<file path="src/rtl/cidchk_pkg.sv">
package cidchk_pkg;
  localparam int CID_W  = 2;
  localparam int EXP_W  = 2;
  localparam int MANT_W = 5;
  localparam int WORD_W = CID_W + 2*EXP_W + 2*MANT_W;

  typedef enum logic [1:0] {
    LM_IDLE = 2'b00,
    LM_CTRL = 2'b01,
    LM_DATA = 2'b10,
    LM_RSVD = 2'b11
  } link_mode_e;

  typedef struct packed {
    logic [CID_W-1:0]  cid;
    logic [EXP_W-1:0]  exp_b;
    logic [MANT_W-1:0] mant_b;
    logic [EXP_W-1:0]  exp_a;
    logic [MANT_W-1:0] mant_a;
  } fe_word_t;

  typedef struct packed {
    logic [CID_W-1:0]  cid;
    logic              seq_err;
    logic              lnk_err;
    logic [MANT_W-1:0] mant_b;
    logic [EXP_W-1:0]  exp_or;
    logic [MANT_W-1:0] mant_a;
  } out_word_t;
endpackage

</file>
<file path="src/rtl/cidchk_seq.sv">
module cidchk_seq #(
  parameter int CID_W = 2
) (
  input  logic             clk,
  input  logic             rst,
  input  logic             take,
  input  logic [CID_W-1:0] cid,
  output logic             seq_err,
  output logic [CID_W-1:0] prev_cid
);
  localparam logic [CID_W-1:0] CID_RST = '1;
  localparam logic [CID_W-1:0] CID_ONE = CID_W'(1);

  logic [CID_W-1:0] next_expected;

  assign next_expected = prev_cid + CID_ONE;
  assign seq_err       = take && (cid != next_expected);

  // stored identifier follows every accepted word, errored or not
  always_ff @(posedge clk) begin
    if (rst)       prev_cid <= CID_RST;
    else if (take) prev_cid <= cid;
  end

  AST_PREV_TRACKS: assert property (@(posedge clk) disable iff (rst)
    take |=> prev_cid == $past(cid));
  AST_PREV_KEPT: assert property (@(posedge clk) disable iff (rst)
    !take |=> $stable(prev_cid));
endmodule

</file>
<file path="src/rtl/cidchk_merge.sv">
module cidchk_merge
  import cidchk_pkg::*;
(
  input  fe_word_t  fe,
  input  logic      seq_err,
  input  logic      lnk_err,
  output out_word_t packed_w
);
  logic [EXP_W-1:0] exp_or;

  for (genvar g = 0; g < EXP_W; g++) begin : g_exp
    assign exp_or[g] = fe.exp_b[g] | fe.exp_a[g];
  end

  always_comb begin
    packed_w.cid     = fe.cid;
    packed_w.seq_err = seq_err;
    packed_w.lnk_err = lnk_err;
    packed_w.mant_b  = fe.mant_b;
    packed_w.exp_or  = exp_or;
    packed_w.mant_a  = fe.mant_a;
  end
endmodule

</file>
<file path="src/rtl/cidchk_top.sv">
module cidchk_top
  import cidchk_pkg::*;
(
  input  logic              clk,
  input  logic              rst,
  input  logic              word_vld,
  input  logic [1:0]        link_mode,
  input  logic              link_err,
  input  logic [WORD_W-1:0] fe_word,
  output logic              out_vld,
  output logic [WORD_W-1:0] out_word
);
  fe_word_t         fe;
  out_word_t        packed_w;
  logic             take;
  logic             seq_err;
  logic [CID_W-1:0] prev_cid;

  assign fe   = fe_word_t'(fe_word);
  assign take = word_vld &&
                (link_mode == LM_CTRL || link_mode == LM_DATA);

  cidchk_seq #(.CID_W(CID_W)) seq_i (
    .clk      (clk),
    .rst      (rst),
    .take     (take),
    .cid      (fe.cid),
    .seq_err  (seq_err),
    .prev_cid (prev_cid)
  );

  cidchk_merge merge_i (
    .fe       (fe),
    .seq_err  (seq_err),
    .lnk_err  (link_err),
    .packed_w (packed_w)
  );

  // all fields and flags leave through one register stage
  always_ff @(posedge clk) begin
    if (rst) begin
      out_vld  <= 1'b0;
      out_word <= '0;
    end else begin
      out_vld <= take;
      if (take) out_word <= WORD_W'(packed_w);
    end
  end

  AST_CID_PASS: assert property (@(posedge clk) disable iff (rst)
    take |=> out_word[15:14] == $past(fe_word[15:14])
             && out_word[11:7] == $past(fe_word[11:7])
             && out_word[4:0] == $past(fe_word[4:0]));
  AST_EXP_MERGE: assert property (@(posedge clk) disable iff (rst)
    take |=> out_word[6:5] == ($past(fe_word[13:12]) | $past(fe_word[6:5])));
  AST_SEQ_FLAG: assert property (@(posedge clk) disable iff (rst)
    take |=> out_word[13] == ($past(fe_word[15:14]) != $past(prev_cid + 2'd1)));
  AST_LERR_SLOT: assert property (@(posedge clk) disable iff (rst)
    take |=> out_word[12] == $past(link_err));
  AST_IDLE_DROP: assert property (@(posedge clk) disable iff (rst)
    (word_vld && link_mode == LM_IDLE) |=> !out_vld);
  AST_HOLD_WORD: assert property (@(posedge clk) disable iff (rst)
    !take |=> $stable(out_word));
endmodule

</file>
<file path="config.mk">
export PLATFORM = sky130hd
export DESIGN_NAME = cidchk_top
export DESIGN_NICKNAME = d
export VERILOG_FILES = /design/src/rtl/cidchk_pkg.sv /design/src/rtl/cidchk_seq.sv /design/src/rtl/cidchk_merge.sv /design/src/rtl/cidchk_top.sv
export SDC_FILE = /design/constraint.sdc
export NUM_CORES = 1
export LEC_CHECK = 0
export ABC_AREA = 0
export BUFFER_PORTS_ARGS = -buffer_cell sky130_fd_sc_hd__buf_2
export CELL_PAD_IN_SITES_DETAIL_PLACEMENT = 0
export CELL_PAD_IN_SITES_GLOBAL_PLACEMENT = 1
export CORE_MARGIN = 2
export CORE_UTILIZATION = 37
export CTS_BUF_LIST = sky130_fd_sc_hd__clkbuf_16
export DETAILED_ROUTE_END_ITERATION = 8
export GPL_ROUTABILITY_DRIVEN = 0
export GPL_TIMING_DRIVEN = 0
export PLACE_DENSITY = 0.79
export SYNTH_ARGS = -nofsm -noshare
export SYNTH_HDL_FRONTEND = slang
export SYNTH_HIERARCHICAL = 1
export SYNTH_SLANG_ARGS = --single-unit
</file>
<file path="constraint.sdc">
create_clock -name clk -period 3.84 [get_ports clk]
set_clock_uncertainty 0.05 [all_clocks]
set_input_delay 0.192 -clock clk [delete_from_list [all_inputs] [get_ports clk]]
set_output_delay 0.192 -clock clk [all_outputs]
set_load 0.05 [all_outputs]
</file>
After elaboration in Yosys (flattened, before gate mapping)
Index checks and enable logic that the tools add are counted.
W data, S select, Z words.
{"block": "word_totals", "regBits": 19, "input_bits": 22, "output_inout_bits": 17, "wordCells": 12}
{"block": "op_classes", "n_addsub": 1, "n_eq_ne": 3, "bitwise": 2, "n_reduce_logical": 3}
{"cell": "$add A2 B1 Y2 const B", "n": 1}
{"cell": "$eq A2 B1 Y1 const B", "n": 1}
{"cell": "$eq A2 B2 Y1 const B", "n": 1}
{"cell": "$logic_and A1 B1 Y1", "n": 2}
{"cell": "$ne A2 B2 Y1", "n": 1}
{"cell": "$or A1 B1 Y1", "n": 2}
{"cell": "$logic_or A1 B1 Y1", "n": 1}

Depth between registers and ports, before layout
Gate-level depths: netlist of run 1.
{"block": "logic_depth", "ltp_word": 4, "depth_mapped": 9, "depth_no_buf": 6}

Hierarchy
The synthesis of run 1 kept the hierarchy.
{"mod": "cidchk_top", "n_inst": 1, "cells_per_inst": 76, "area_per_inst_um2": 774.5, "seq_area_each_um2": 340.3}
{"mod": "cidchk_merge", "n_inst": 1, "cells_per_inst": 16, "area_per_inst_um2": 117.6, "seq_area_each_um2": 0.0}
{"mod": "cidchk_seq", "n_inst": 1, "cells_per_inst": 13, "area_per_inst_um2": 102.6, "seq_area_each_um2": 40.0}

Worst setup path before layout of run 1
OpenSTA, ideal clock, no wires.
{"block": "synth_path", "path_kind": "input-to-reg", "from": "in link_mode[0]", "to": "reg out_word[13]", "setup_ps": 74, "t_arrival_ps": 1318, "t_required_ps": 3716, "setup_slack_ps": 2398, "stages": 9, "n_path_buf": 3, "cell_sequence": "xor2_2 > and2_1 > buf_4 > buf_12 > o21ai_0 > o21ai_1 > buf_4 > nand4b_1 > o21ai_0"}
{"block": "synth_via", "elab_chain_cells": 4, "elab_cells_between_ends": 5, "classes_between": "2 x eq/ne; 3 x reduce/logical"}
{"item": "start, declared", "line": "cidchk_top.sv:7", "source": "input logic [1:0] link_mode,"}
{"item": "$eq A2 B1 Y1 / $eq A2 B2 Y1 (equally long branches)", "line": "cidchk_top.sv:21", "source": "(link_mode == LM_CTRL || link_mode == LM_DATA);"}
{"item": "$logic_or A1 B1 Y1 *", "line": "cidchk_top.sv:21"}
{"item": "$logic_and A1 B1 Y1 *", "line": "cidchk_top.sv:20", "source": "assign take = word_vld &&"}
{"item": "named net take", "line": "cidchk_top.sv:15", "source": "logic take;"}
{"item": "$logic_and A1 B1 Y1 *", "line": "cidchk_seq.sv:17", "source": "assign seq_err = take && (cid != next_expected);"}
{"item": "named net seq_err", "line": "cidchk_top.sv:16", "source": "logic seq_err;"}
{"item": "end signal, assigned", "line": "cidchk_top.sv:46", "source": "if (take) out_word <= WORD_W'(packed_w);"}
{"item": "end, declared", "line": "cidchk_top.sv:11", "source": "output logic [WORD_W-1:0] out_word"}
The timed path passes the listed nets; every way through them passes the cells marked *.
A chain may end at the register's enable or synchronous reset.

Final worst setup path of run 1
Ends and elaborated chain as after synthesis.

==> results.sh, run 1 <==
export IMPL_power_leakage_nw=0.5400
export IMPL_setup_viol_count_final=0
export IMPL_synthCells=105
export IMPL_slew_violations=0
export IMPL_finalNonFillerCells=165
export IMPL_drc=0
export IMPL_layout_commonest_cell="buf_2"
export IMPL_cts_root_buffer="clkbuf_16"
export IMPL_routed_wirelength_mm=2.011
export IMPL_grt_pass1_vias=784
export IMPL_crit_start="link_mode[0]"
export IMPL_num_rows=18
export IMPL_reg2reg_depth=6
export IMPL_synth_compound_area_share_pct=13.21
export IMPL_maxCapViolCount=0
export IMPL_core_um2=2522
export IMPL_fp_dieW_um=55.85
export IMPL_dp_cells=161
export IMPL_synth_area_um2=994.7
export IMPL_r2r_start="seq_i/prev_cid[1]"
export IMPL_rrSetupSlack_ps=2730
export IMPL_finalHoldViolCount=0
export IMPL_port_buffers=26
export IMPL_max_freq_mhz=650.2
export IMPL_start_kind="input port"
export IMPL_first_pass_iters=4
export IMPL_cts_tree="done"
export IMPL_synth_top_cell_area_share_pct=38.24
export IMPL_drt_antenna_violating_nets=0
export IMPL_dieArea_um2=3119
export IMPL_dpl_instance_area_um2=1162
export IMPL_synthAdderAreaFrac_pct=0
export IMPL_cts_made_buffers=3
export IMPL_vias=801
export IMPL_ios=39
export IMPL_peakVddDrop_mv=0.3875
export IMPL_fin_setup_tns_ps=0
export IMPL_routedWlPerCell_um=12.19
export IMPL_cts_post_setup_buffers_inserted=0
export IMPL_cp_max_fo=14
export IMPL_fin_crit_ps=1538
export IMPL_fin_nets=158
export IMPL_synthSimpleGateAreaFrac_pct=28.55
export IMPL_synth_top_family_by_area="simple AND/OR/NAND/NOR gates"
export IMPL_clk_pin_slew_ps=50
export IMPL_worstPathRequired_ps=3960
export IMPL_syn_area_per_cell_um2=9.473
export IMPL_cp_endpoint="out_word[13]"
export IMPL_rsz0062_at_grt="false"
export IMPL_synth_seq_area_share_pct=38.24
export IMPL_htreeDepth=1
export IMPL_start_util_pct=39.43
export IMPL_antenna_cells=0
export IMPL_grt_pass1_wl_mm=3.318
export IMPL_ys_types=21
export IMPL_cp_end_kind="flip-flop"
export IMPL_yosys_warnings=6
export IMPL_synth_seq_cells=19
export IMPL_period_share_pct=40.05
export IMPL_drt_iter0_markers=12
export IMPL_cts_resized=0
export IMPL_area_delta_synth_final_pct=24.78
export IMPL_die_height_um=55.85
export IMPL_clock_latency_ps=250
export IMPL_p_total_mw=0.5392
export IMPL_postCtsHoldBufs=0
export IMPL_slew_headroom_pct=70.66
export IMPL_status="finished, final reports clean"
export IMPL_dp_final_hpwl_mm=1.469
export IMPL_detail_route_vias_per_cell=4.855
export IMPL_fillers=247
export IMPL_crit_type="in -> reg"
export IMPL_synth_area_leaders="dfxtp_1 (38%), nand4b_1 (14%), buf_4 (11%)"
export IMPL_grt_max_degree=15
export IMPL_synthMuxAreaShare_pct=1.006
export IMPL_antenna_found_initial=0
export IMPL_r2r_end="out_word[13]"
export IMPL_grt_use_total_pct=13.31
export IMPL_synth_top_area_cell="dfxtp_1"
export IMPL_powerDensity_nw_per_um2=434.4
export IMPL_layout_drive_gt1_share_pct=41.48
export IMPL_cts_sinks=19
export IMPL_synth_xor_area_share_pct=2.516
export IMPL_fin_area_um2=1241
export IMPL_worst_pin_slew_ps=440.0
export IMPL_syn_nets=127
export IMPL_hp_class="in -> reg"
export IMPL_layout_common_cells="buf_2 (27), dfxtp_1 (19), nand2b_1 (17)"
export IMPL_gr_total_overflow=0
export IMPL_cp_arrival_ps=1650
export IMPL_max_clock_path_buffers=2
==> worst min path at each step <==
stage / slack [ps] / cells past startpoint / to / startpoint
2_1_floorplan: 240 / 2 / seq_i/prev_cid[1] / rst
3_3_place_gp: 400 / 3 / out_word[12] / link_err
3_5_place_dp: 410 / 3 / out_word[12] / link_err
4_1_cts: 150 / 3 / out_word[12] / link_err
5_1_grt: 180 / 3 / out_word[11] / fe_word[11]
6_report: 150 / 3 / seq_i/prev_cid[1] / fe_word[15]
==> state kept, by name (all words and copies together) (netlist names) <==
register and count:
out_vld 1, out_word 16, seq_i/prev_cid 2
==> kinds of logic after synthesis <==
logic type,after synthesis
simple gates,40
buf+inv,24
compound gates,19
xor+xnor,2
flops,19
mux,1
==> cell usage after synthesis <==
master	number
o21ai_2	9
nor2b_1	1
nand4b_1	16
and2_1	1
buf_2	1
o211ai_1	1
clkbuf_1	4
buf_1	1
xor2_2	1
buf_4	15
nand2_1	2
buf_12	1
mux2i_1	1
dfxtp_1	19
nand2b_1	17
inv_1	2
or2_1	2
o21ai_0	8
o21ai_1	1
nand3_1	1
xnor2_1	1
==> worst max-delay path, cell delays in order <==
cell      delay, ps
buf_2           110
xor2_2          330
and2_1          180
buf_4           160
buf_12          160
o21ai_0          90
o21ai_1         130
buf_4           120
nand4b_1         80
o21ai_0         100
==> power breakdown <==
group	switching (mW)	internal [mW]	leakage [nW]
sequential	0.00561	0.210	0.156
clock	0.0684	0.138	0.0423
combinational	0.0746	0.0424	0.342
total	0.149	0.391	0.540
==> layout make-up <==
| type | instances | area (um2) | area share [%] |
|---|---|---|---|
| plain buffers | 22 | 156.4 | 12.60 |
| multi-input cells | 62 | 450.4 | 36.29 |
| clock buffers | 3 | 75.07 | 6.048 |
| well taps | 30 | 37.54 | 3.024 |
| flip-flops and latches | 19 | 380.4 | 30.65 |
| inverters | 2 | 7.507 | 0.6048 |
| clock inverters | 1 | 3.754 | 0.3024 |
| repair buffers | 26 | 130.1 | 10.48 |
==> per-stage QoR <==
stage	util (%)	worst slack (ps)	hold slack [ps]
floorplan	-	2398	238.7
global placement	46.08	2102	402.1
detailed placement	46.08	2035	405.4
CTS	49.21	2296	151.4
global route	49.21	2168	177.4
finish	49.21	2302	153.6
==> routing by layer <==
layer  vias up  wire (um)  global-route usage, %
met5         -          0                      0
met1       372        879                  15.18
li1        409          -                      -
met4         0         22                  4.082
met3         4        111                  5.349
met2        16        999                  22.79
(Power assumes the default switching activity.)
==> run 2: changes to the inputs <==
--- a/config.mk
+++ b/config.mk
@@ -10,12 +10,12 @@
 export CELL_PAD_IN_SITES_DETAIL_PLACEMENT = 0
 export CELL_PAD_IN_SITES_GLOBAL_PLACEMENT = 1
 export CORE_MARGIN = 2
-export CORE_UTILIZATION = 37
+export CORE_UTILIZATION = 34
 export CTS_BUF_LIST = sky130_fd_sc_hd__clkbuf_16
 export DETAILED_ROUTE_END_ITERATION = 8
 export GPL_ROUTABILITY_DRIVEN = 0
 export GPL_TIMING_DRIVEN = 0
-export PLACE_DENSITY = 0.79
+export PLACE_DENSITY = 0.74
 export SYNTH_ARGS = -nofsm -noshare
 export SYNTH_HDL_FRONTEND = slang
 export SYNTH_HIERARCHICAL = 1
==> constraint.sdc (replaced) <==
create_clock -name clk -period 1.5 [get_ports clk]
set_clock_uncertainty 0.05 [all_clocks]
set_input_delay 0.075 -clock clk [delete_from_list [all_inputs] [get_ports clk]]
set_output_delay 0.075 -clock clk [all_outputs]
set_load 0.05 [all_outputs]
==> results.sh, run 2 (same netlist as run 1, synthesis figures left out) <==
export IMPL_cp_max_fo=14
export IMPL_swShare_pct=28.26
export IMPL_p_comb_share_pct=21.7
export IMPL_cts_root_buffer="clkbuf_16"
export IMPL_fin_setup_tns_ps=0
export IMPL_slew_headroom_pct=69.53
export IMPL_setup_viol_count_final=0
export IMPL_grt_use_met3_pct=5.357
export IMPL_peakVddDrop_mv=1.043
export IMPL_grt_max_degree=15
export IMPL_fin_area_um2=1254
export IMPL_start_kind="input port"
export IMPL_fin_ws_ps=199.8
export IMPL_cp_end_kind="flip-flop"
export IMPL_cts_made_buffers=3
export IMPL_top_register="out_word"
export IMPL_dp_final_hpwl_mm=1.492
export IMPL_crit_type="in -> reg"
export IMPL_max_freq_mhz=769.1
export IMPL_antenna_found_initial=0
export IMPL_rrSetupSlack_ps=420
export IMPL_layout_drive_gt1_share_pct=41.48
export IMPL_intPower_mw=1.002
export IMPL_worstPathRequired_ps=1630
export IMPL_status="finished, final reports clean"
export IMPL_dieArea_um2=3374
export IMPL_ios=39
export IMPL_cts_sinks=19
export IMPL_maxCapViolCount=0
export IMPL_power_leakage_nw=0.5417
export IMPL_gr_usage_met1_pct=15.87
export IMPL_fin_crit_ps=1300
export IMPL_drc=0
export IMPL_cts_tree="done"
export IMPL_max_clock_path_buffers=2
export IMPL_gr_total_overflow=0
export IMPL_port_buffers=26
export IMPL_routed_wirelength_mm=2.088
export IMPL_final_util_pct=45.46
export IMPL_cp_arrival_ps=1430
export IMPL_drt_antenna_violating_nets=0
export IMPL_routedWlPerCell_um=12.58
export IMPL_switchingPower_mw=0.3949
export IMPL_finalHoldViolCount=0
export IMPL_slew_violations=0
export IMPL_worst_pin_slew_ps=457.0
export IMPL_rsz0062_at_grt="false"
export IMPL_powerDensity_nw_per_um2=1114
export IMPL_antenna_cells=0
export IMPL_first_pass_iters=4
export IMPL_power_share_clock_pct=38.7
export IMPL_num_rows=19
export IMPL_detail_route_vias_per_cell=4.861
export IMPL_largest_reg_flops=16
export IMPL_fp_dieW_um=58.09
export IMPL_clock_latency_ps=250
export IMPL_dpl_instance_area_um2=1164
export IMPL_grt_pass1_vias=798
export IMPL_clk_pin_slew_ps=50
export IMPL_htreeDepth=1
export IMPL_use_met2_pct=22.08
export IMPL_area_delta_synth_final_pct=26.04
export IMPL_layout_commonest_cell="buf_2"
export IMPL_fin_nets=158
export IMPL_seqPwrFrac_pct=39.5
export IMPL_die_height_um=58.09
export IMPL_period_share_pct=86.68
export IMPL_vias=807
export IMPL_cts_post_setup_buffers_inserted=0
export IMPL_core_um2=2758
export IMPL_grt_busiest_layer="met2"
export IMPL_hp_class="in -> reg"
export IMPL_reg_top3="out_word x16, seq_i/prev_cid x2, out_vld x1"
export IMPL_drt_iter0_markers=9
export IMPL_pre_cts_ws_ps=-134.1
export IMPL_grt_pass1_wl_mm=3.498
export IMPL_grt_use_total_pct=13.90
export IMPL_layout_common_cells="buf_2 (27), dfxtp_1 (19), nand2b_1 (17)"
export IMPL_start_util_pct=36.07
-- run 2: cell counts in the layout (fill, tap and decap cells not counted) --
No cell type changed its count.
-- run 2: timing repair --
action,4_1_cts,5_1_grt
hold buffers,0,0
setup endpoints to repair,0,1
resized for setup,0,1
-- run 2: power groups by stage --
stage	Sequential [mW]	Combinational (mW)	Clock, mW
finish	0.552	0.304	0.541
global route	0.555	0.329	0.579
CTS	0.552	0.303	0.554
detailed placement	0.563	0.302	0
global placement	0.562	0.299	0
floorplan	0.660	0.135	0
-- run 2: area by class of cell --
cell class,count,area [um2]
inverter,2,7.507
multi-input combinational,62,461.7
sequential,19,380.4
clock buffer,3,75.07
fill,272,1504
timing repair buffer,26,130.1
buffer,22,156.4
tap,31,38.79
clock inverter,1,3.754
-- run 2: path summary, 6_finish.rpt --
kind,to,start,depth (start not counted)
worst max register to register,out_word[13],seq_i/prev_cid[1],6
worst min register to register,out_word[1],out_word[1],2
worst max-delay path,out_word[13],link_mode[0],10
worst min-delay path,out_word[0],fe_word[0],3
-- run 2: routing by layer --
metal	part of all wire (%)	wire (um)	vias up
li1	-	-	411
met1	43	905	373
met2	48	1000	19
met3	6.6	137	4
met4	2.2	45	0
met5	0	0	-
-- run 2: metrics by stage --
step                instances  hold slack [ps]  total power, mW
floorplan                 105            121.7           0.7949
CTS                       166            29.11            1.409
finish                    166            27.98            1.397
global route              166            56.46            1.463
detailed placement        162            287.0           0.8653
global placement          162            283.9           0.8606
-- run 2: worst max-delay path, stage by stage --
cell      delay [ps]
buf_2            130
xor2_4           250
and2_1           160
buf_4            160
buf_12           160
o21ai_0           90
o21ai_1          120
buf_4            110
nand4b_1          80
o21ai_0           80
==> run 3: changes to the inputs <==
--- a/config.mk
+++ b/config.mk
@@ -16,6 +16,7 @@
 export GPL_ROUTABILITY_DRIVEN = 0
 export GPL_TIMING_DRIVEN = 0
 export PLACE_DENSITY = 0.74
+export RECOVER_POWER = 100
 export SYNTH_ARGS = -nofsm -noshare
 export SYNTH_HDL_FRONTEND = slang
 export SYNTH_HIERARCHICAL = 1
==> results.sh, run 3 (same netlist as run 1, synthesis figures left out) <==
export IMPL_hold_path_depth=3
export IMPL_fp_dieW_um=58.09
export IMPL_worst_pin_slew_ps=616.4
export IMPL_status="finished, final reports clean"
export IMPL_cp_slowest_cell="xor2_4"
export IMPL_r2r_start="seq_i/prev_cid[1]"
export IMPL_antenna_found_initial=0
export IMPL_drt_antenna_violating_nets=0
export IMPL_drc=0
export IMPL_p_total_mw=1.381
export IMPL_rrSetupSlack_ps=420
export IMPL_gr_total_overflow=0
export IMPL_htreeDepth=1
export IMPL_fin_nets=158
export IMPL_rsz0062_at_grt="false"
export IMPL_start_kind="input port"
export IMPL_maxCapViolCount=0
export IMPL_hp_class="in -> reg"
export IMPL_fin_ws_ps=224.7
export IMPL_cp_end_kind="flip-flop"
export IMPL_cts_sinks=19
export IMPL_grt_use_total_pct=13.90
export IMPL_powerDensity_nw_per_um2=1145
export IMPL_grt_pass1_vias=798
export IMPL_finalNonFillerCells=166
export IMPL_final_util_pct=43.74
export IMPL_start_util_pct=36.07
export IMPL_vias=813
export IMPL_worstPathRequired_ps=1630
export IMPL_grt_max_degree=15
export IMPL_r2r_end="out_word[13]"
export IMPL_top_register="out_word"
export IMPL_dieArea_um2=3374
export IMPL_layout_common_cells="clkbuf_1 (22), dfxtp_1 (19), nand2b_1 (17)"
export IMPL_max_freq_mhz=784.2
export IMPL_power_leakage_nw=0.4589
export IMPL_finalHoldViolCount=0
export IMPL_slew_headroom_pct=59.08
export IMPL_cp_max_fo=14
export IMPL_regArea_um2=380.4
export IMPL_cp_arrival_ps=1410
export IMPL_num_rows=19
export IMPL_setup_viol_count_final=0
export IMPL_clock_latency_ps=250
export IMPL_largest_reg_flops=16
export IMPL_layout_drive_gt1_share_pct=23.70
export IMPL_fin_setup_tns_ps=0
export IMPL_cts_root_buffer="clkbuf_16"
export IMPL_routed_wirelength_mm=2.132
export IMPL_clk_pin_slew_ps=50
export IMPL_max_clock_path_buffers=2
export IMPL_layout_commonest_cell="clkbuf_1"
export IMPL_first_pass_iters=4
export IMPL_multi_input_area_um2=435.4
export IMPL_slew_violations=0
export IMPL_die_height_um=58.09
export IMPL_core_um2=2758
export IMPL_dpl_instance_area_um2=1164
export IMPL_period_share_pct=85.02
export IMPL_drt_iter0_markers=16
export IMPL_holdWs_ps=28.03
export IMPL_dp_final_hpwl_mm=1.492
export IMPL_peakVddDrop_mv=1.041
export IMPL_cp_cell_sequence="buf_2 -> xor2_4 -> and2_1 -> buf_4 -> buf_12 -> o21ai_0 -> o21ai_1 -> buf_4 -> nand4b_1 -> o21ai_0"
export IMPL_cts_tree="done"
export IMPL_port_buffers=26
export IMPL_crit_type="in -> reg"
export IMPL_max_stage_delay_ps=250
export IMPL_grt_pass1_wl_mm=3.498
export IMPL_postCtsHoldBufs=0
export IMPL_antenna_cells=0
export IMPL_routedWlPerCell_um=12.84
export IMPL_fillers=282
export IMPL_hold_end="out_word[0]"
export IMPL_fin_crit_ps=1275
export IMPL_fin_area_um2=1206
export IMPL_reg2reg_depth=6
export IMPL_dp_cells=162
export IMPL_pre_cts_ws_ps=-134.1
export IMPL_hp_start="fe_word[0]"
export IMPL_cts_made_buffers=3
export IMPL_detail_route_vias_per_cell=4.898
export IMPL_area_delta_synth_final_pct=21.26
export IMPL_ios=39
export IMPL_reg_top3="out_word x16, seq_i/prev_cid x2, out_vld x1"
[run 3: worst max path at each step]
| stage | start | endpoint | slack, ps | cells past startpoint |
|---|---|---|---|---|
| 3_3_place_gp | link_mode[0] | out_word[13] | -140 | 10 |
| 5_1_grt | link_mode[0] | out_word[13] | 70 | 10 |
| 2_1_floorplan | link_mode[0] | out_word[13] | 170 | 9 |
| 6_report | link_mode[0] | out_word[13] | 220 | 10 |
| 4_1_cts | link_mode[0] | out_word[13] | 130 | 10 |
| 3_5_place_dp | link_mode[0] | out_word[13] | -130 | 10 |
[run 3: worst max-delay path, delay by kind of cell]
kind	cells	cell delay, ps
buf+inv	4	540
compound gates	3	280
xor+xnor	1	250
simple gates	2	240
[run 3: where the power goes]
| part | internal, mW | switching (mW) |
|---|---|---|
| Combinational | 0.0991 | 0.188 |
| Sequential | 0.537 | 0.0157 |
| Clock | 0.355 | 0.186 |
[run 3: what timing repair did]
item,4_1_cts,5_1_grt
resized for setup,0,1
setup buffers,0,0
endpoints found under the setup margin,0,1
[run 3: cell type report]
| class | instances | share of cell area (%) |
|---|---|---|
| repair buffers | 26 | 9.025 |
| multi-input cells | 62 | 36.10 |
| clock buffers | 3 | 6.224 |
| clock inverters | 1 | 0.3112 |
| plain buffers | 22 | 12.97 |
| inverters | 2 | 0.6224 |
| flip-flops and latches | 19 | 31.54 |
| well taps | 31 | 3.216 |
[run 3: per-layer routing]
layer	global-route usage [%]	routed length (um)	vias up	share of wire (%)
met5	0	0	-	0
met4	7.973	45	0	2.1
met3	5.357	142	4	6.7
met2	22.08	1009	19	47
met1	15.87	934	381	44
li1	-	-	409	-
